<file path="src/rtl/vc_pkg.sv">
package vc_pkg;
  typedef enum logic [1:0] {
    ST_IDLE   = 2'd0,
    ST_EVICT  = 2'd1,
    ST_REFILL = 2'd2,
    ST_WALK   = 2'd3
  } vc_state_e;

  typedef enum logic {
    OP_DROP  = 1'b0,
    OP_FLUSH = 1'b1
  } vc_op_e;
endpackage

</file>
<file path="src/rtl/vc_way_match.sv">
module vc_way_match #(
  parameter int WAYS  = 2,
  parameter int TAG_W = 6,
  parameter int WAY_W = $clog2(WAYS)
) (
  input  logic [WAYS-1:0]       way_valid,
  input  logic [WAYS*TAG_W-1:0] way_tag,
  input  logic [TAG_W-1:0]      look_tag,
  output logic                  hit,
  output logic [WAY_W-1:0]      hit_way
);
  logic [WAYS-1:0] match;

  for (genvar w = 0; w < WAYS; w++) begin : g_cmp
    assign match[w] = way_valid[w] && (way_tag[w*TAG_W +: TAG_W] == look_tag);
  end

  always_comb begin
    hit     = |match;
    hit_way = '0;
    for (int w = 0; w < WAYS; w++) begin
      if (match[w]) hit_way = WAY_W'(w);
    end
  end
endmodule

</file>
<file path="src/rtl/vc_rr_victim.sv">
module vc_rr_victim #(
  parameter int SETS  = 4,
  parameter int WAYS  = 2,
  parameter int SET_W = $clog2(SETS),
  parameter int WAY_W = $clog2(WAYS)
) (
  input  logic             clk,
  input  logic             rst_n,
  input  logic             adv,
  input  logic [SET_W-1:0] adv_set,
  input  logic [SET_W-1:0] look_set,
  output logic [WAY_W-1:0] victim
);
  logic [WAY_W-1:0] ptr [SETS];

  assign victim = ptr[look_set];

  always_ff @(posedge clk or negedge rst_n) begin
    if (!rst_n) begin
      for (int s = 0; s < SETS; s++) ptr[s] <= '0;
    end else if (adv) begin
      ptr[adv_set] <= (ptr[adv_set] == WAY_W'(WAYS-1)) ? '0 : ptr[adv_set] + 1'b1;
    end
  end
endmodule

</file>
<file path="src/rtl/vc_cache.sv">
module vc_cache
  import vc_pkg::*;
#(
  parameter int ADDR_W = 8,
  parameter int DATA_W = 16,
  parameter int SETS   = 4,
  parameter int WAYS   = 2
) (
  input  logic              clk,
  input  logic              rst_n,
  input  logic              req_valid,
  output logic              req_ready,
  input  logic              req_write,
  input  logic              req_vol,
  input  logic [ADDR_W-1:0] req_addr,
  input  logic [DATA_W-1:0] req_wdata,
  output logic              rsp_valid,
  output logic [DATA_W-1:0] rsp_rdata,
  output logic              mem_valid,
  input  logic              mem_ready,
  output logic              mem_write,
  output logic [ADDR_W-1:0] mem_addr,
  output logic [DATA_W-1:0] mem_wdata,
  input  logic [DATA_W-1:0] mem_rdata,
  input  logic              cmd_start,
  input  logic              cmd_op,
  output logic              cmd_busy,
  output logic              cmd_done
);
  localparam int SET_W  = $clog2(SETS);
  localparam int WAY_W  = $clog2(WAYS);
  localparam int TAG_W  = ADDR_W - SET_W;
  localparam int LINES  = SETS * WAYS;
  localparam int LINE_W = SET_W + WAY_W;

  vc_state_e state;
  vc_op_e    op_q;

  logic [LINES-1:0]  lv, ld, lvol;
  logic [TAG_W-1:0]  ltag  [LINES];
  logic [DATA_W-1:0] ldata [LINES];

  logic              q_write, q_vol;
  logic [ADDR_W-1:0] q_addr;
  logic [DATA_W-1:0] q_wdata;
  logic [WAY_W-1:0]  vic_q;
  logic [LINE_W-1:0] walk;

  logic [SET_W-1:0] req_set, q_set;
  logic [TAG_W-1:0] req_tag;
  assign req_set = req_addr[SET_W-1:0];
  assign req_tag = req_addr[ADDR_W-1:SET_W];
  assign q_set   = q_addr[SET_W-1:0];

  // Per-way lookup for the requested set
  logic [WAYS-1:0]       set_v;
  logic [WAYS*TAG_W-1:0] set_t;
  always_comb begin
    for (int w = 0; w < WAYS; w++) begin
      set_v[w]                 = lv[{req_set, WAY_W'(w)}];
      set_t[w*TAG_W +: TAG_W]  = ltag[{req_set, WAY_W'(w)}];
    end
  end

  logic             hit;
  logic [WAY_W-1:0] hit_way, rr_way;

  vc_way_match #(.WAYS(WAYS), .TAG_W(TAG_W), .WAY_W(WAY_W)) u_match (
    .way_valid(set_v), .way_tag(set_t), .look_tag(req_tag),
    .hit(hit), .hit_way(hit_way)
  );

  logic [LINE_W-1:0] hline, rline, vline;
  assign hline = {req_set, hit_way};
  assign rline = {req_set, rr_way};
  assign vline = {q_set, vic_q};

  assign req_ready = (state == ST_IDLE) && !cmd_start;
  assign cmd_busy  = (state == ST_WALK);

  logic acc;
  assign acc = req_valid && req_ready;

  // Line install: clean write miss in idle, or the end of an eviction/refill
  logic              inst_en, idirty, ivol;
  logic [LINE_W-1:0] il;
  logic [TAG_W-1:0]  itag;
  logic [DATA_W-1:0] idata;
  logic              fast_wr_miss;
  assign fast_wr_miss = (state == ST_IDLE) && acc && !hit && req_write && !(lv[rline] && ld[rline]);

  always_comb begin
    inst_en = fast_wr_miss
            || ((state == ST_EVICT) && mem_ready && q_write)
            || ((state == ST_REFILL) && mem_ready);
    if (fast_wr_miss) begin
      il = rline; itag = req_tag; idata = req_wdata; ivol = req_vol; idirty = 1'b1;
    end else begin
      il = vline; itag = q_addr[ADDR_W-1:SET_W];
      idata = q_write ? q_wdata : mem_rdata; ivol = q_vol; idirty = q_write;
    end
  end

  vc_rr_victim #(.SETS(SETS), .WAYS(WAYS), .SET_W(SET_W), .WAY_W(WAY_W)) u_rr (
    .clk(clk), .rst_n(rst_n), .adv(inst_en), .adv_set(il[LINE_W-1:WAY_W]),
    .look_set(req_set), .victim(rr_way)
  );

  // Walker: flush needs memory only for dirty volatile lines
  logic flush_need, walk_step;
  assign flush_need = (op_q == OP_FLUSH) && lv[walk] && lvol[walk] && ld[walk];
  assign walk_step  = !flush_need || mem_ready;

  // Memory port
  always_comb begin
    mem_valid = 1'b0;
    mem_write = 1'b1;
    mem_addr  = q_addr;
    mem_wdata = ldata[vline];
    case (state)
      ST_EVICT: begin
        mem_valid = 1'b1;
        mem_addr  = {ltag[vline], q_set};
      end
      ST_REFILL: begin
        mem_valid = 1'b1;
        mem_write = 1'b0;
      end
      ST_WALK: begin
        mem_valid = flush_need;
        mem_addr  = {ltag[walk], walk[LINE_W-1:WAY_W]};
        mem_wdata = ldata[walk];
      end
      default: ;
    endcase
  end

  // Tag and data arrays
  always_ff @(posedge clk) begin
    if (inst_en) begin
      ltag[il]  <= itag;
      ldata[il] <= idata;
    end else if ((state == ST_IDLE) && acc && hit && req_write) begin
      ldata[hline] <= req_wdata;
    end
  end

  // Control and line state
  always_ff @(posedge clk or negedge rst_n) begin
    if (!rst_n) begin
      state <= ST_IDLE; op_q <= OP_DROP;
      lv <= '0; ld <= '0; lvol <= '0;
      q_write <= 1'b0; q_vol <= 1'b0; q_addr <= '0; q_wdata <= '0;
      vic_q <= '0; walk <= '0;
      rsp_valid <= 1'b0; rsp_rdata <= '0; cmd_done <= 1'b0;
    end else begin
      rsp_valid <= 1'b0;
      cmd_done  <= 1'b0;
      if (inst_en) begin
        lv[il] <= 1'b1; ld[il] <= idirty; lvol[il] <= ivol;
        rsp_valid <= 1'b1; rsp_rdata <= idata;
      end
      case (state)
        ST_IDLE: begin
          if (cmd_start) begin
            op_q  <= vc_op_e'(cmd_op);
            walk  <= '0;
            state <= ST_WALK;
          end else if (req_valid) begin
            q_write <= req_write; q_vol <= req_vol;
            q_addr  <= req_addr;  q_wdata <= req_wdata;
            vic_q   <= rr_way;
            if (hit) begin
              lvol[hline] <= req_vol;
              if (req_write) ld[hline] <= 1'b1;
              rsp_valid <= 1'b1;
              rsp_rdata <= req_write ? req_wdata : ldata[hline];
            end else if (lv[rline] && ld[rline]) begin
              state <= ST_EVICT;
            end else if (!req_write) begin
              state <= ST_REFILL;
            end
          end
        end
        ST_EVICT: if (mem_ready) state <= q_write ? ST_IDLE : ST_REFILL;
        ST_REFILL: if (mem_ready) state <= ST_IDLE;
        ST_WALK: begin
          if (op_q == OP_DROP) begin
            if (lvol[walk]) begin
              lv[walk] <= 1'b0; ld[walk] <= 1'b0; lvol[walk] <= 1'b0;
            end
          end else if (flush_need && mem_ready) begin
            ld[walk] <= 1'b0;
          end
          if (walk_step) begin
            if (walk == LINE_W'(LINES-1)) begin
              state    <= ST_IDLE;
              cmd_done <= 1'b1;
            end else begin
              walk <= walk + 1'b1;
            end
          end
        end
        default: state <= ST_IDLE;
      endcase
    end
  end


  mem_hold_chk: assert property (@(posedge clk) disable iff (!rst_n)
    (mem_valid && !mem_ready) |=> (mem_valid && $stable(mem_addr) && $stable(mem_write) && $stable(mem_wdata)));


  busy_gate_chk: assert property (@(posedge clk) disable iff (!rst_n)
    cmd_busy |-> !req_ready);


  done_edge_chk: assert property (@(posedge clk) disable iff (!rst_n)
    cmd_done |-> (!cmd_busy && $past(cmd_busy)));


  drop_silent_chk: assert property (@(posedge clk) disable iff (!rst_n)
    (cmd_busy && op_q == OP_DROP) |-> !mem_valid);


  rsp_idle_chk: assert property (@(posedge clk) disable iff (!rst_n)
    rsp_valid |-> !cmd_busy);


  cmd_first_chk: assert property (@(posedge clk) disable iff (!rst_n)
    (cmd_start && req_valid && state == ST_IDLE) |=> (cmd_busy && !rsp_valid));
endmodule

</file>
<file path="config.mk">
export PLATFORM = sky130hd
export DESIGN_NAME = vc_cache
export DESIGN_NICKNAME = d
export VERILOG_FILES = /design/src/rtl/vc_pkg.sv /design/src/rtl/vc_way_match.sv /design/src/rtl/vc_rr_victim.sv /design/src/rtl/vc_cache.sv
export SDC_FILE = /design/constraint.sdc
export NUM_CORES = 1
export LEC_CHECK = 0
export BUFFER_PORTS_ARGS = -buffer_cell sky130_fd_sc_hd__buf_2
export CORE_AREA = 2 2 210 212
export DETAILED_ROUTE_END_ITERATION = 7
export DIE_AREA = 0 0 212 214
export PLACE_DENSITY = 0.49
export SLEW_MARGIN = 10
export SYNTH_ARGS = -nofsm -noshare
export SYNTH_HDL_FRONTEND = slang
export SYNTH_SLANG_ARGS = --single-unit
</file>
<file path="constraint.sdc">
create_clock -name clk -period 10.4 [get_ports clk]
set_clock_uncertainty 0.1 [all_clocks]
set_input_delay 0.52 -clock clk [delete_from_list [all_inputs] [get_ports clk]]
set_output_delay 0.52 -clock clk [all_outputs]
set_load 0.05 [all_outputs]
</file>
==> Yosys cells after proc, flatten, opt, wreduce, memory -nomap -nowiden <==
Memory sizes are Yosys's and may differ from the RTL's.
Cells that the tools add are included.
{ "word_totals": {"regBits": 79, "ramBits": 176, "input_bits": 48, "output_inout_bits": 46, "word_cells": 196, "n_memories": 2} }
{ "op_classes": {"addsub": 2, "order_cmp": 12, "eq_ne": 15, "n_mux": 100, "n_bitwise": 9, "n_reduce_logical": 38} }
{ "mem_list": {"columns": ["memory", "words", "word_bits", "read_ports", "rd_ports_with_merged_regs", "write_ports", "line", "source"], "rows": [
  ["ldata", 8, 16, 3, 0, 1, "vc_cache.sv:41", "logic [DATA_W-1:0] ldata [LINES];"],
  ["ltag", 8, 6, 4, 0, 1, "vc_cache.sv:40", "logic [TAG_W-1:0] ltag [LINES];"]
]} }
{ "op_table": {"columns": ["op", "n"], "rows": [
  ["$mux 16", 10],
  ["$mux 8", 18],
  ["$pmux 8 s2", 3],
  ["$mux 1", 33],
  ["$and 8x8->8", 3],
  ["$bwmux 8", 3],
  ["$lt 3x4->1 const B", 6],
  ["$logic_and 1x1->1", 22],
  ["$mux 2", 10],
  ["$or 8x8->8", 2],
  ["$reduce_or 16->1", 1],
  ["$bmux 1 s3", 5],
  ["$mux 3", 5],
  ["$eq 6x6->1", 2],
  ["$demux 1 s3", 3],
  ["$ge 3x1->1 const B", 3],
  ["$bmux 1 s2", 4],
  ["$ne 2x2->1 const B", 4],
  ["$not 8->8", 1],
  ["$pmux 2 s4", 1],
  ["$reduce_and 7->1", 1],
  ["$ge 3x3->1 const B", 2],
  ["$mux 6", 1],
  ["$ne 3x3->1 const B", 2],
  ["22 further kinds", 31]
]} }

==> Longest topological paths before layout <==
Gate-level depths: netlist of the first run.
{ "logic_depth": {"word_depth": 22, "ltp_mapped": 12, "depth_no_buf": 10} }

==> Modules after synthesis <==
A second synthesis of the first run with hierarchy kept.
{ "hier_totals": {"cells_unflattened": 1249, "hier_area_um2": 15003.1} }
{ "by_module_without_submodules": {"columns": ["mod", "instances", "cells_each", "area_each_um2", "seq_area_each_um2"], "rows": [
  ["vc_cache", 1, 1218, 14675.3, 7161.9],
  ["vc_rr_victim", 1, 13, 190.2, 100.1],
  ["vc_way_match", 1, 18, 137.6, 0.0]
]} }

==> Least setup slack after synthesis of the first run <==
Ideal clock, no wire load.
{ "synth_timing": {"kind": "input port to flip-flop", "start": "in req_addr[0]", "end": "mem ldata[6][0] (enable)", "setup_ns": 0.388, "arrival_time_ns": 3.413, "required_ns": 9.912, "path_slack_ns": 6.498, "stages": 10, "n_path_buf": 2, "cell_sequence": "buf_6 mux4_2 xor2_1 nor4_2 nand3_2 o21a_1 buf_6 o211ai_4 mux2_1 nor2_1"} }
{ "synth_via": {"elab_chain_cells": 15, "word_cells_on_any_way": 38, "cone_classes": "eq/ne: 2; mux: 20; bitwise: 1; reduce/logical: 14; memory: 1"} }
{ "synth_rtl": {"columns": ["item", "line", "source"], "rows": [
  ["from (decl)", "vc_cache.sv:15", "input logic [ADDR_W-1:0] req_addr,"],
  ["$not 2->3 (not written as such)", "vc_rr_victim.sv:16", "assign victim = ptr[look_set];"],
  ["$bmux 1 s2", "vc_rr_victim.sv:16", null],
  ["$mux 1 (not written as such) (2 in a row)", "vc_rr_victim.sv:16", null],
  ["$bmux 1 s3", "vc_cache.sv:90", "assign fast_wr_miss = (state == ST_IDLE) && acc && !hit && req_write && !(lv[rline] && ld[rline]);"],
  ["$mux 1 (not written as such)", "vc_cache.sv:90", null],
  ["$logic_and 1x1->1", "vc_cache.sv:90", null],
  ["$logic_not 1->1", "vc_cache.sv:90", null],
  ["$logic_and 1x1->1", "vc_cache.sv:90", null],
  ["$logic_or 1x1->1", "vc_cache.sv:94", "|| ((state == ST_EVICT) && mem_ready && q_write)"],
  ["$logic_or 1x1->1", "vc_cache.sv:95", "|| ((state == ST_REFILL) && mem_ready);"],
  ["$mux 1", "vc_cache.sv:140", "if (inst_en) begin"],
  ["$mux 1 (not written as such)", "vc_cache.sv:144", "ldata[hline] <= req_wdata;"],
  ["$reduce_or 16->1 (no line)", null, null],
  ["$mux 3 (no line) or $mux 1 (tied branches)", null, null],
  ["to (decl)", "vc_cache.sv:41", null]
]} }
Parallel ways exist; a longest one is shown, timed or not. The select of a mux whose other input is x is not followed.

==> Worst setup path after layout of the first run <==
{ "layout_timing": {"start": "in req_addr[0]", "end": "mem ldata[7][4] (enable)"} }
The elaborated chain is that of the path after synthesis.

==> results of run 1 <==
## repair_timing
item / in CTS / in global routing
hold buffers: 1 / 0
setup endpoints to repair: 0 / 0
endpoints found under the hold margin: 39 / 0
## final timing paths
kind / end / slack, ns / cells past startpoint
worst max-delay path: ldata[7][4]$_DFFE_PP_ / 5.38 / 12
worst min-delay path: op_q$_DFFE_PN0P_ / 0.07 / 2
worst min register to register: u_rr.ptr[0]$_DFFE_PN0P_ / 0.37 / 1
worst max register to register: ldata[7][4]$_DFFE_PP_ / 5.66 / 10
max in group asynchronous: q_addr[0]$_DFFE_PN0P_ / 8.81 / 3
min in group asynchronous: q_vol$_DFFE_PN0P_ / 0.35 / 2
## state kept, by name, summed over array words and instances, names as in the netlist, 2 cells and up
register	cells
q_addr	8
q_wdata	16
walk	3
u_rr.ptr	4
lvol	8
rsp_rdata	16
ld	8
state	2
ldata	128
ltag	48
lv	8
## worst max-delay path, cell delays in order
cell	delay (ns)
buf_2	0.10
buf_4	0.55
mux4_2	0.60
xor2_1	0.16
nor4_2	0.43
nand3_2	0.10
buf_4	0.28
o21a_1	0.35
o211ai_4	0.24
buf_4	0.37
mux2_1	0.41
nor2_2	0.93
## cells by family after synthesis
| kind of cell | after synthesis | share of synthesized area, % |
|---|---|---|
| AO/OA/AOI/OAI | 305 | 13.3 |
| XOR/XNOR | 19 | 1.12 |
| adder cells (fa/ha/maj) | 7 | 0.588 |
| AND/OR/NAND/NOR | 343 | 9.96 |
| buffers and inverters | 113 | 3.41 |
| multiplexers | 242 | 22.9 |
| flip-flops | 255 | 48.7 |
## through the flow
stage          area, um^2  hold slack, ns  power (uW)  utilization, %  setup slack (ns)
6_report            17000          0.0738        4880            39.7              5.38
5_1_grt             17000          0.0793        5100            39.7              5.23
4_1_cts             17000          0.0595        4900            39.7              5.37
3_5_place_dp        16000           0.361        3790            37.3              4.79
3_3_place_gp        16000           0.375        3770            37.3              4.89
2_1_floorplan       14900           0.124        3110               -              6.50
## placed cells by master (no fill, tap or decap), types with 5 or more instances in the layout
cell       Yosys  final
xnor2_1        7      7
a221oi_1      29     29
nand2_1      138    137
nand3_1       21     21
inv_1         13     13
a32oi_1        5      5
nor2_1       119    109
buf_4          7     38
xor2_1        12     12
buf_2         10     92
ha_1           7      6
dfrtp_2        0      5
nor2_2         0     10
dfrtp_1       79     73
a21oi_1       94     94
clkbuf_16      0     29
o21ai_0       51     51
o221ai_1      12     12
mux2_2        56     56
o211ai_1       7      7
mux2i_1      112    111
nand4_1        8      8
mux4_2        73     73
clkinv_2       0      7
a22oi_1       18     18
a31oi_1       19     19
nor3_1        13     13
a211oi_1      10     10
edfxtp_1     176    176
bufinv_16      0      6
and3_1         8      7
nor2b_1       16     15
clkinv_1       3      7
o22ai_1       23     23
## power groups by stage
stage / clock, uW / sequential [uW] / combinational (uW)
after floorplan: 0 / 1640 / 1470
after global placement: 0 / 1650 / 2130
after detailed placement: 0 / 1650 / 2140
after CTS: 1130 / 1630 / 2150
after global routing: 1170 / 1660 / 2270
final: 1110 / 1630 / 2140
## metal layers
layer,share of wire (%),vias to the layer above
met5,0,-
met4,2.9,0
met3,6.7,92
met2,48,507
met1,42,5996
li1,-,5096
## area by class of cell
type	instances	area share, %
multi-input combinational	916	42.1
inverter	17	0.375
clock buffer	31	4.31
tap	585	4.30
sequential	255	42.7
clock inverter	23	1.71
antenna	1	0.0147
timing repair buffer	131	4.44
==> Flow_metrics.wiki, run 1 <==
{| class="wikitable"
! Metric !! Value
|-
| Clk network pwr share || a little under a quarter
|-
| Pin count of the biggest net entering global routing || 59
|-
| Endpoint arrival time on the critical path || 5.11 ns
|-
| Post-synthesis async set-or-reset flop share || 31.0%
|-
| Final-layout fill cell count || 4152
|-
| Maximum fanout encountered on the critical timing path || 40
|-
| WL final || ~54 mm
|-
| Total Die Area || 0.0454 mm^2
|-
| Actual transition at the worst max-transition pin || 1.22 ns
|-
| Met3 Resource Use GR || 4.49%
|-
| Net count of the mapped netlist || 1339
|-
| Type of destination of the critical path || register
|-
| Share of the synthesized area in the top cell type || 35.5%
|-
| Result of the run || finished, final reports clean
|-
| Commonest register cell after synthesis || edfxtp_1
|-
| # DRC || 0
|-
| First-pass GRT wire length || roughly 80 mm
|-
| Total track usage || 23.7%
|-
| RSZ-0062 raised after global routing || no
|-
| Fraction of layout cells with a size suffix above 1 || 24.6%
|-
| Post-synthesis instance area || 0.0149 mm^2
|-
| Portion of total power attributed to combinational logic || roughly 44%
|-
| Fin nets || 1405
|-
| Start of the worst register-to-register path || ltag[5][4]$_DFFE_PP_
|-
| Synth area leader || edfxtp_1
|-
| Endpoints failing hold || 0
|-
| Switching power || 2090 uW
|-
| Fin. max-slew vios || 0
|-
| Number of synthesized flops with an enable pin || between 150 and 200
|-
| Clock tree from TritonCTS || done
|-
| Largest voltage drop on the vdd net || 0.186 mV
|-
| Cell row count || 76
|-
| Layer with the highest usage after global routing || met2
|-
| Boundary pin count || 94
|-
| First element of the critical path || req_addr[0]
|-
| Unique masters post-synth || 64
|-
| Core region area || ~0.043 mm^2
|-
| Clk root buf || clkbuf_16
|-
| Synth-to-Final Area Change || 14.2%
|-
| Number of cells in the design after placement || 1903
|-
| DP Wirelength || 35.6 mm
|-
| Kind of critical path || input pin to register
|-
| Total leakage power || 0.00600 uW
|-
| Relative slew slack || 18.6%
|-
| Cts repair resizes || 0
|-
| Synthesized flop and latch total || between 200 and 300
|-
| Internal || 2790 uW
|-
| Deepest clock path buffer count || 3
|-
| Routability Congestion || 0.893
|-
| Final period util || 48.3%
|-
| Via count || 11691
|-
| Routed len/inst || 27.6 um
|-
| Count of H-tree levels built during CTS || 1
|-
| Per-instance average area after synthesis || 11.6 um^2
|-
| Worst-Skew Late Latency || 0.59 ns
|-
| Clock-pin slew reported for the worst setup and hold paths after clock tree synthesis || 0.07 ns
|-
| Kind of path behind the tightest hold check || input pin to register
|-
| Cell types occupying the most area after synthesis || edfxtp_1 35%, dfrtp_1 13%, mux4_2 11%, mux2i_1 7.5%, mux2_2 4.2%
|-
| Global Route met2 Usage || between 30% and 40%
|-
| Number of setup buffers added after CTS || 0
|-
| Pre-antenna DRT Iters || 6
|-
| Count of input and output buffers || 93
|-
| Post-DRT Antenna Nets || 0
|-
| Pwr/cell area || 287 mW/mm^2
|-
| Via count of the first global-routing pass || 11602
|-
| Max Cap Violations || 0
|-
| Switching share of power || 42.8%
|-
| Clock period minus final worst setup slack || 5.02 ns
|-
| Register Area || 0.00727 mm^2
|-
| Horizontal die dimension || 212 um
|-
| Total number of yosys warnings || 0
|-
| Count of routing violations after the opening detailed-route iteration || 923
|-
| Aggregate negative setup slack || 0 ns
|-
| Endpoints failing setup || 0
|-
| Final Instance Count excl. Fillers || 1959
|-
| Part of the total power dissipated in sequential elements || between 30% and 40%
|-
| Kind of start point of the critical path || input pin
|-
| Required time of the critical path || 10.49 ns
|-
| Initial Utilization || a little over a third
|-
| Per-cell via count in the routed design || ~6.0
|-
| Sequential cell area fraction in the yosys report || 48.7%
|-
| Top cell types by occurrence after synthesis || 176 x edfxtp_1, 138 x nand2_1, 119 x nor2_1
|-
| Cells after Synth || 1284
|-
| Most frequently used cell type in the post-synthesis netlist || edfxtp_1
|-
| Multi-input gate area in the final layout || approximately 0.0072 mm^2
|-
| Met1 demand-to-capacity share in global routing || 31.8%
|-
| Launch instance of the worst min-delay path || cmd_op
|-
| Antenna violations before repair || 0
|-
| Vertical extent of the die || ~210 um
|-
| Highest achievable clock rate || 199 MHz
|-
| Number of buffers created by CTS || 29
|-
| Gr ovfl total || 0
|-
| Clock sinks || ~260
|}
Note: power is estimated with default switching activity, not from simulation.
==> inputs of run 2 (changes only) <==
clock period = 4.7 ns   (was 10.4 ns; I/O delays follow)
==> Flow_metrics.wiki, run 2 (synthesized netlist as in run 1, its figures left out) <==
{| class="wikitable"
! Metric !! Value
|-
| WL final || 54.7 mm (+1.3%)
|-
| Clock sinks || 255 (unchanged)
|-
| Actual transition at the worst max-transition pin || 1.32 ns (+0.0977 ns)
|-
| Kind of critical path || register to register
|-
| Post-route cell area || 0.0175 mm^2 (+2.8%)
|-
| Pin count of the biggest net entering global routing || 64 (+8.5%)
|-
| Type of destination of the critical path || register
|-
| Via count || 12001 (+2.7%)
|-
| Maximum fanout encountered on the critical timing path || 16 (-60%)
|-
| Routed len/inst || 27.2 um (-1.3%)
|-
| Result of the run || finished, final reports clean
|-
| DP Wirelength || 36.9 mm (+3.7%)
|-
| RSZ-0062 raised after global routing || no
|-
| Count of H-tree levels built during CTS || 1 (unchanged)
|-
| Commonest non-fill, non-tap cells in the layout || 176 x edfxtp_1, 137 x nand2_1, 112 x mux2i_1
|-
| Number of buffers created by CTS || 29 (unchanged)
|-
| Max Cap Violations || 0 (unchanged)
|-
| Clk root buf || clkbuf_16
|-
| Clock period minus final worst setup slack || a little under 4 ns
|-
| Start of the worst register-to-register path || ltag[1][4]$_DFFE_PP_
|-
| Number of flip-flops under the largest register name || 128 (unchanged)
|-
| Fin. max-slew vios || 0 (unchanged)
|-
| Count of input and output buffers || 93 (unchanged)
|-
| Required time of the critical path || 4.80 ns (-5.69 ns)
|-
| Count of routing violations after the opening detailed-route iteration || 1231 (+33%)
|-
| Final period util || 83.7%
|-
| Vertical extent of the die || 214 um (unchanged)
|-
| Total leakage power || 0.00624 uW (+4.1%)
|-
| Highest achievable clock rate || 254 MHz
|-
| Pwr/cell area || 621 mW/mm^2 (+120%)
|-
| Launch instance of the worst min-delay path || req_valid
|-
| Core region area || 0.0429 mm^2 (unchanged)
|-
| Antenna violations before repair || 0 (unchanged)
|-
| Deepest clock path buffer count || 3 (unchanged)
|-
| Final core utilization || 40.8% (+1.1 points)
|-
| Initial Utilization || 34.8% (unchanged)
|-
| Cell row count || 76 (unchanged)
|-
| Relative slew slack || 11.9% (-6.7 points)
|-
| Endpoint arrival time on the critical path || 4.03 ns (-1.08 ns)
|-
| Registers with the most flip-flops || ldata (128), ltag (48)
|-
| Antenna diode count || 0 (-1)
|-
| Critical register-to-register path endpoint || ldata[2][6]$_DFFE_PP_
|-
| Horizontal die dimension || 212 um (unchanged)
|-
| First element of the critical path || ltag[1][4]$_DFFE_PP_
|-
| Cell depth of the worst min-delay path || 5 (+3)
|-
| Kind of path behind the tightest hold check || input pin to register
|-
| Total Die Area || 0.0454 mm^2 (unchanged)
|-
| Largest voltage drop on the vdd net || 0.401 mV (+120%)
|-
| Endpoints failing hold || 0 (unchanged)
|-
| Via count of the first global-routing pass || 11831 (+2.0%)
|-
| Post-Place Cell Area || 0.0162 mm^2 (+1.5%)
|-
| First-pass GRT wire length || 80.9 mm (+1.4%)
|-
| Synth-to-Final Area Change || 17.4%
|-
| End point of the worst hold path || state[0]$_DFFE_PN0P_
|-
| Hold Slack || 0.0665 ns (-0.00731 ns)
|-
| Kind of start point of the critical path || register
|-
| Clock tree from TritonCTS || done
|-
| Endpoints failing setup || 0 (unchanged)
|-
| Most common library cell in the layout ignoring fill and taps || edfxtp_1
|-
| Final-layout fill cell count || 4072 (-1.9%)
|-
| Boundary pin count || 94 (unchanged)
|-
| Fraction of layout cells with a size suffix above 1 || 25.2% (+0.56 points)
|-
| Per-cell via count in the routed design || 5.97 (about the same)
|-
| Worst-Skew Late Latency || 0.59 ns (about the same)
|-
| Pre-antenna DRT Iters || 6 (unchanged)
|-
| Routability Congestion || 0.948 (+6.1%)
|-
| Total track usage || 24.1% (+0.42 points)
|-
| Post-DRT Antenna Nets || 0 (unchanged)
|-
| Reg2reg setup slack || 0.76 ns (-4.90 ns)
|-
| Aggregate negative setup slack || 0 ns (unchanged)
|-
| Register bank with the most flops || ldata
|-
| Clock-pin slew reported for the worst setup and hold paths after clock tree synthesis || 0.06 ns (about the same)
|-
| # DRC || 0 (unchanged)
|-
| Fin nets || 1458 (+3.8%)
|-
| Gr ovfl total || 0 (unchanged)
|-
| Number of cells traversed by the worst register-to-register path || 8 (-2)
|}
## run 2: cell types whose count changed in the layout (fill, tap and decap cells not counted), sizes merged
cell         delta
buf            +27
dlygate4sd3    +26
bufinv          -1
clkbuf          +1
clkinv          +1
diode           -1
inv             -1
## run 2: stage by stage
step                cells  power (uW)  setup slack, ns
floorplan            1284        6880            0.991
global placement     1930        8460            0.496
detailed placement   1930        8470            0.464
CTS                  2011       10900            0.839
global route         2011       11400            0.645
finish               2011       10900            0.764
## run 2: layer usage
layer	global-route usage (%)	vias up	share of wire, %
met5	0	-	0
met4	7.37	0	3.1
met3	3.27	115	6.8
met2	40.2	555	49
met1	32.5	6119	41
li1	-	5212	-
## run 2: critical path, cell delays in order (launching register included)
cell      delay (ns)
edfxtp_1        0.44
mux4_2          0.50
xor2_1          0.19
nor4_2          0.42
nand3_2         0.16
o21a_1          0.21
nor4_1          0.28
o22ai_1         0.27
nor2_2          0.96
## run 2: how the worst max path moves through the flow
| stage | endpoint | slack (ns) | depth (start not counted) |
|---|---|---|---|
| floorplan | ldata[6][0]$_DFFE_PP_ | 0.99 | 9 |
| global placement | ldata[2][10]$_DFFE_PP_ | 0.50 | 9 |
| detailed placement | ldata[2][10]$_DFFE_PP_ | 0.46 | 9 |
| CTS | ldata[2][10]$_DFFE_PP_ | 0.84 | 9 |
| global route | ldata[2][6]$_DFFE_PP_ | 0.64 | 8 |
| finish | ldata[2][6]$_DFFE_PP_ | 0.76 | 8 |
## run 2: final cells by class
| class | count | area [um^2] | share of cell area [%] |
|---|---|---|---|
| clock inverters | 22 | 250 | 1.43 |
| clock buffers | 32 | 747 | 4.27 |
| multi-input cells | 916 | 7160 | 40.9 |
| flip-flops and latches | 255 | 7270 | 41.6 |
| well taps | 585 | 732 | 4.18 |
| repair buffers | 184 | 1270 | 7.25 |
| inverters | 17 | 63.8 | 0.365 |
## run 2: repair_timing
action | 4_1_cts | 5_1_grt
hold buffers | 27 | 0
gates resized for setup | 0 | 0
hold endpoints to repair | 89 | 0
setup buffers | 0 | 0
## run 2: power breakdown
group	internal, uW	total, uW	leakage, uW	switching, uW
logic	1650	4740	0.00322	3080
clock network	1420	2420	0.000485	1000
registers	3130	3720	0.00254	583
total	6210	10900	0.00624	4660
==> inputs of run 3 (changes only) <==
ABC_AREA = 1   (was unset)
PLACE_DENSITY = 0.51   (was 0.49)
clock period = 3.4 ns   (was 4.7 ns; I/O delays follow)
==> Flow_metrics.wiki, run 3 <==
{| class="wikitable"
! Metric !! Value
|-
| WL final || 63.1 mm (+15%)
|-
| Sequential cell area fraction in the yosys report || 48.7% (about the same)
|-
| Layer with the highest usage after global routing || met2
|-
| Pwr/cell area || 905 mW/mm^2 (+46%)
|-
| Maximum fanout encountered on the critical timing path || 14 (-2)
|-
| Met1 demand-to-capacity share in global routing || 36.3% (+3.9 points)
|-
| Final period util || 98.2%
|-
| Delay of the slowest critical-path stage || 0.66 ns (-0.30 ns)
|-
| Internal || 8720 uW (+41%)
|-
| Routability Congestion || 0.932 (-1.7%)
|-
| Clock sinks || 255 (unchanged)
|-
| Fin nets || 2105 (+44%)
|-
| Met3 Resource Use GR || 4.09% (+0.82 points)
|-
| Routed len/inst || 23.7 um (-13%)
|-
| Kind of start point of the critical path || register
|-
| Clock period minus final worst setup slack || approximately 3.3 ns
|-
| Switching share of power || 47.3% (+4.4 points)
|-
| Cell mode on critical path || inv_1
|-
| Number of buffers created by CTS || 30 (+3.4%)
|-
| Synth area leader || edfxtp_1
|-
| Antenna violations before repair || 0 (unchanged)
|-
| Horizontal die dimension || 212 um (unchanged)
|-
| Gr ovfl total || 0 (unchanged)
|-
| Cells after Synth || 1865 (+45%)
|-
| Required time of the critical path || 3.13 ns (-1.67 ns)
|-
| Count of H-tree levels built during CTS || 1 (unchanged)
|-
| Endpoint arrival time on the critical path || 3.07 ns (-0.96 ns)
|-
| Total Die Area || 0.0454 mm^2 (unchanged)
|-
| Total track usage || 27.3% (+3.2 points)
|-
| Net count of the mapped netlist || 1920 (+43%)
|-
| First-pass GRT wire length || 92.6 mm (+15%)
|-
| Clock tree from TritonCTS || done
|-
| Per-cell via count in the routed design || 5.64 (-5.5%)
|-
| Switching power || 7830 uW (+68%)
|-
| Kind of critical path || register to output port
|-
| Number of synthesized flops with an enable pin || 176 (unchanged)
|-
| Post-synthesis async set-or-reset flop share || 31.0% (unchanged)
|-
| Hold Slack || 0.0367 ns (-0.0298 ns)
|-
| Post-synthesis instance area || 0.0149 mm^2 (about the same)
|-
| Total number of yosys warnings || 0 (unchanged)
|-
| DP Wirelength || 43.3 mm (+17%)
|-
| Post-Place Cell Area || 0.0169 mm^2 (+3.9%)
|-
| Register bank with the most flops || ldata
|-
| Clock-pin slew reported for the worst setup and hold paths after clock tree synthesis || 0.07 ns (about the same)
|-
| Unique masters post-synth || 49 (-23%)
|-
| Cell types occupying the most area after synthesis || edfxtp_1 35%, dfrtp_1 13%, nand2_1 12%, o21ai_0 7.7%, inv_1 4.6%
|-
| Type of destination of the critical path || output port
|-
| Antenna diode count || 0 (unchanged)
|-
| Synthesized flop and latch total || 255 (unchanged)
|-
| # DRC || 0 (unchanged)
|-
| Kind of path behind the tightest hold check || input pin to register
|-
| Via count of the first global-routing pass || 14559 (+23%)
|-
| Relative slew slack || 26.3% (+14 points)
|-
| Via count || 14996 (+25%)
|-
| Top cell types by occurrence after synthesis || 489 x nand2_1, 230 x o21ai_0, 181 x inv_1
|-
| Number of flip-flops under the largest register name || 128 (unchanged)
|-
| Global Route met2 Usage || 43.7% (+3.5 points)
|-
| Most frequently used cell type in the post-synthesis netlist || nand2_1
|-
| Registers with the most flip-flops || ldata (128), ltag (48)
|-
| Pre-antenna DRT Iters || 6 (unchanged)
|-
| Result of the run || finished, final reports clean
|-
| Clk root buf || clkbuf_16
|-
| Endpoints failing hold || 0 (unchanged)
|-
| Post-route cell area || 0.0183 mm^2 (+4.5%)
|-
| Max Cap Violations || 0 (unchanged)
|-
| Core region area || 0.0429 mm^2 (unchanged)
|-
| Clk network pwr share || 21.2% (-1.1 points)
|-
| Commonest register cell after synthesis || edfxtp_1
|-
| Total leakage power || 0.00770 uW (+23%)
|-
| Per-instance average area after synthesis || 7.99 um^2 (-31%)
|-
| Pin count of the biggest net entering global routing || 55 (-14%)
|-
| Boundary pin count || 94 (unchanged)
|-
| Top delay family on crit path || buffers and inverters
|-
| Count of input and output buffers || 93 (unchanged)
|-
| Synth-to-Final Area Change || 22.7%
|-
| Cell row count || 76 (unchanged)
|-
| Count of routing violations after the opening detailed-route iteration || 1796 (+46%)
|-
| Vertical extent of the die || 214 um (unchanged)
|-
| Most common library cell in the layout ignoring fill and taps || nand2_1
|-
| Post-DRT Antenna Nets || 0 (unchanged)
|-
| Fin. max-slew vios || 0 (unchanged)
|-
| Final Instance Count excl. Fillers || 2659 (+32%)
|-
| Count of buffer and inverter cells on the critical path || 3 (+3)
|-
| Deepest clock path buffer count || 3 (unchanged)
|-
| Actual transition at the worst max-transition pin || 1.09 ns (-0.223 ns)
|-
| Critical path's slowest cell || inv_1
|-
| Initial Utilization || 34.8% (about the same)
|-
| Portion of total power attributed to combinational logic || 49.7% (+6.1 points)
|-
| Number of cells in the design after placement || 2569 (+33%)
|-
| Worst-Skew Late Latency || 0.60 ns (about the same)
|-
| Endpoints failing setup || 0 (unchanged)
|-
| Part of the total power dissipated in sequential elements || 29.1% (-5.1 points)
|-
| Critical Path, Cell by Cell || inv_1, nand3_1, inv_1, a221oi_1, a31oi_1, buf_2
|-
| Commonest non-fill, non-tap cells in the layout || 488 x nand2_1, 220 x o21ai_0, 180 x inv_1
|-
| RSZ-0062 raised after global routing || yes
|-
| Share of the synthesized area in the top cell type || 35.5% (about the same)
|-
| Fraction of layout cells with a size suffix above 1 || 16.7% (-8.5 points)
|-
| Largest voltage drop on the vdd net || 0.593 mV (+48%)
|-
| Highest achievable clock rate || 300 MHz
|-
| Aggregate negative setup slack || 0 ns (unchanged)
|}
-- run 3: final timing paths --
| check | endpoint | start | depth (start not counted) | slack (ns) |
|---|---|---|---|---|
| worst min register to register | q_wdata[8]$_DFFE_PN0P_ | q_wdata[8]$_DFFE_PN0P_ | 2 | 0.37 |
| worst max register to register | ltag[0][4]$_DFFE_PP_ | state[0]$_DFFE_PN0P_ | 15 | 0.11 |
| min in group asynchronous | q_addr[4]$_DFFE_PN0P_ | rst_n | 2 | 0.06 |
| max in group asynchronous | rsp_rdata[8]$_DFF_PN0_ | rst_n | 3 | 2.44 |
| worst max-delay path | mem_wdata[7] | walk[1]$_DFFE_PN0P_ | 6 | 0.06 |
| worst min-delay path | rsp_rdata[15]$_DFF_PN0_ | mem_rdata[15] | 7 | 0.04 |
-- run 3: cells by family after synthesis --
| family | share of synthesized area, % |
|---|---|
| muxes | 0.537 |
| adders and majority gates | 0.588 |
| AOI/OAI and AO/OA | 19.2 |
| and+or+nand+nor | 23.0 |
| buffers and inverters | 8.00 |
| DFF | 48.7 |
-- run 3: power groups by stage --
stage	clock, uW	combinational [uW]	sequential, uW
6_report	3510	8220	4820
2_1_floorplan	0	4740	5000
4_1_cts	3570	8120	4800
3_5_place_dp	0	8070	4850
3_3_place_gp	0	8040	4860
5_1_grt	3680	8810	4880
-- run 3: layout make-up --
class	count	area [um^2]
clock buffer	31	754
clock inverter	25	307
fill	4282	24600
inverter	200	751
multi-input combinational	1313	6530
sequential	255	7260
tap	585	732
timing repair buffer	250	1950
-- run 3: per-layer routing --
metal  wire length (um)  part of all wire, %  vias up
li1                   -                    -     6797
met1              25500                   40     7168
met2              29000                   46      838
met3               5560                  8.8      193
met4               3090                  4.9        0
met5                  0                    0        -
-- run 3: worst min-delay path, stage by stage --
cell and delay, ns:
buf_2 0.10, nor2_1 0.07, o21ai_0 0.09, o21ai_1 0.10
nand2_1 0.06, o221ai_1 0.06, nor2_1 0.04
-- run 3: what timing repair did --
| action | in CTS | in global routing |
|---|---|---|
| resized for setup | 0 | 18 |
| setup buffers | 0 | 1 |
| hold buffers | 31 | 0 |
| endpoints found under the setup margin | 0 | 169 |
| endpoints found under the hold margin | 101 | 0 |
-- run 3: per-stage QoR --
step                      setup WS [ns]  util, %  power [uW]
final                            0.0626     42.6       16600
after CTS                        0.0551     42.5       16500
after floorplan                  0.0454        -        9740
after global routing            -0.0347     42.6       17400
after detailed placement        0.00785     39.3       12900
after global placement           0.0470     39.3       12900
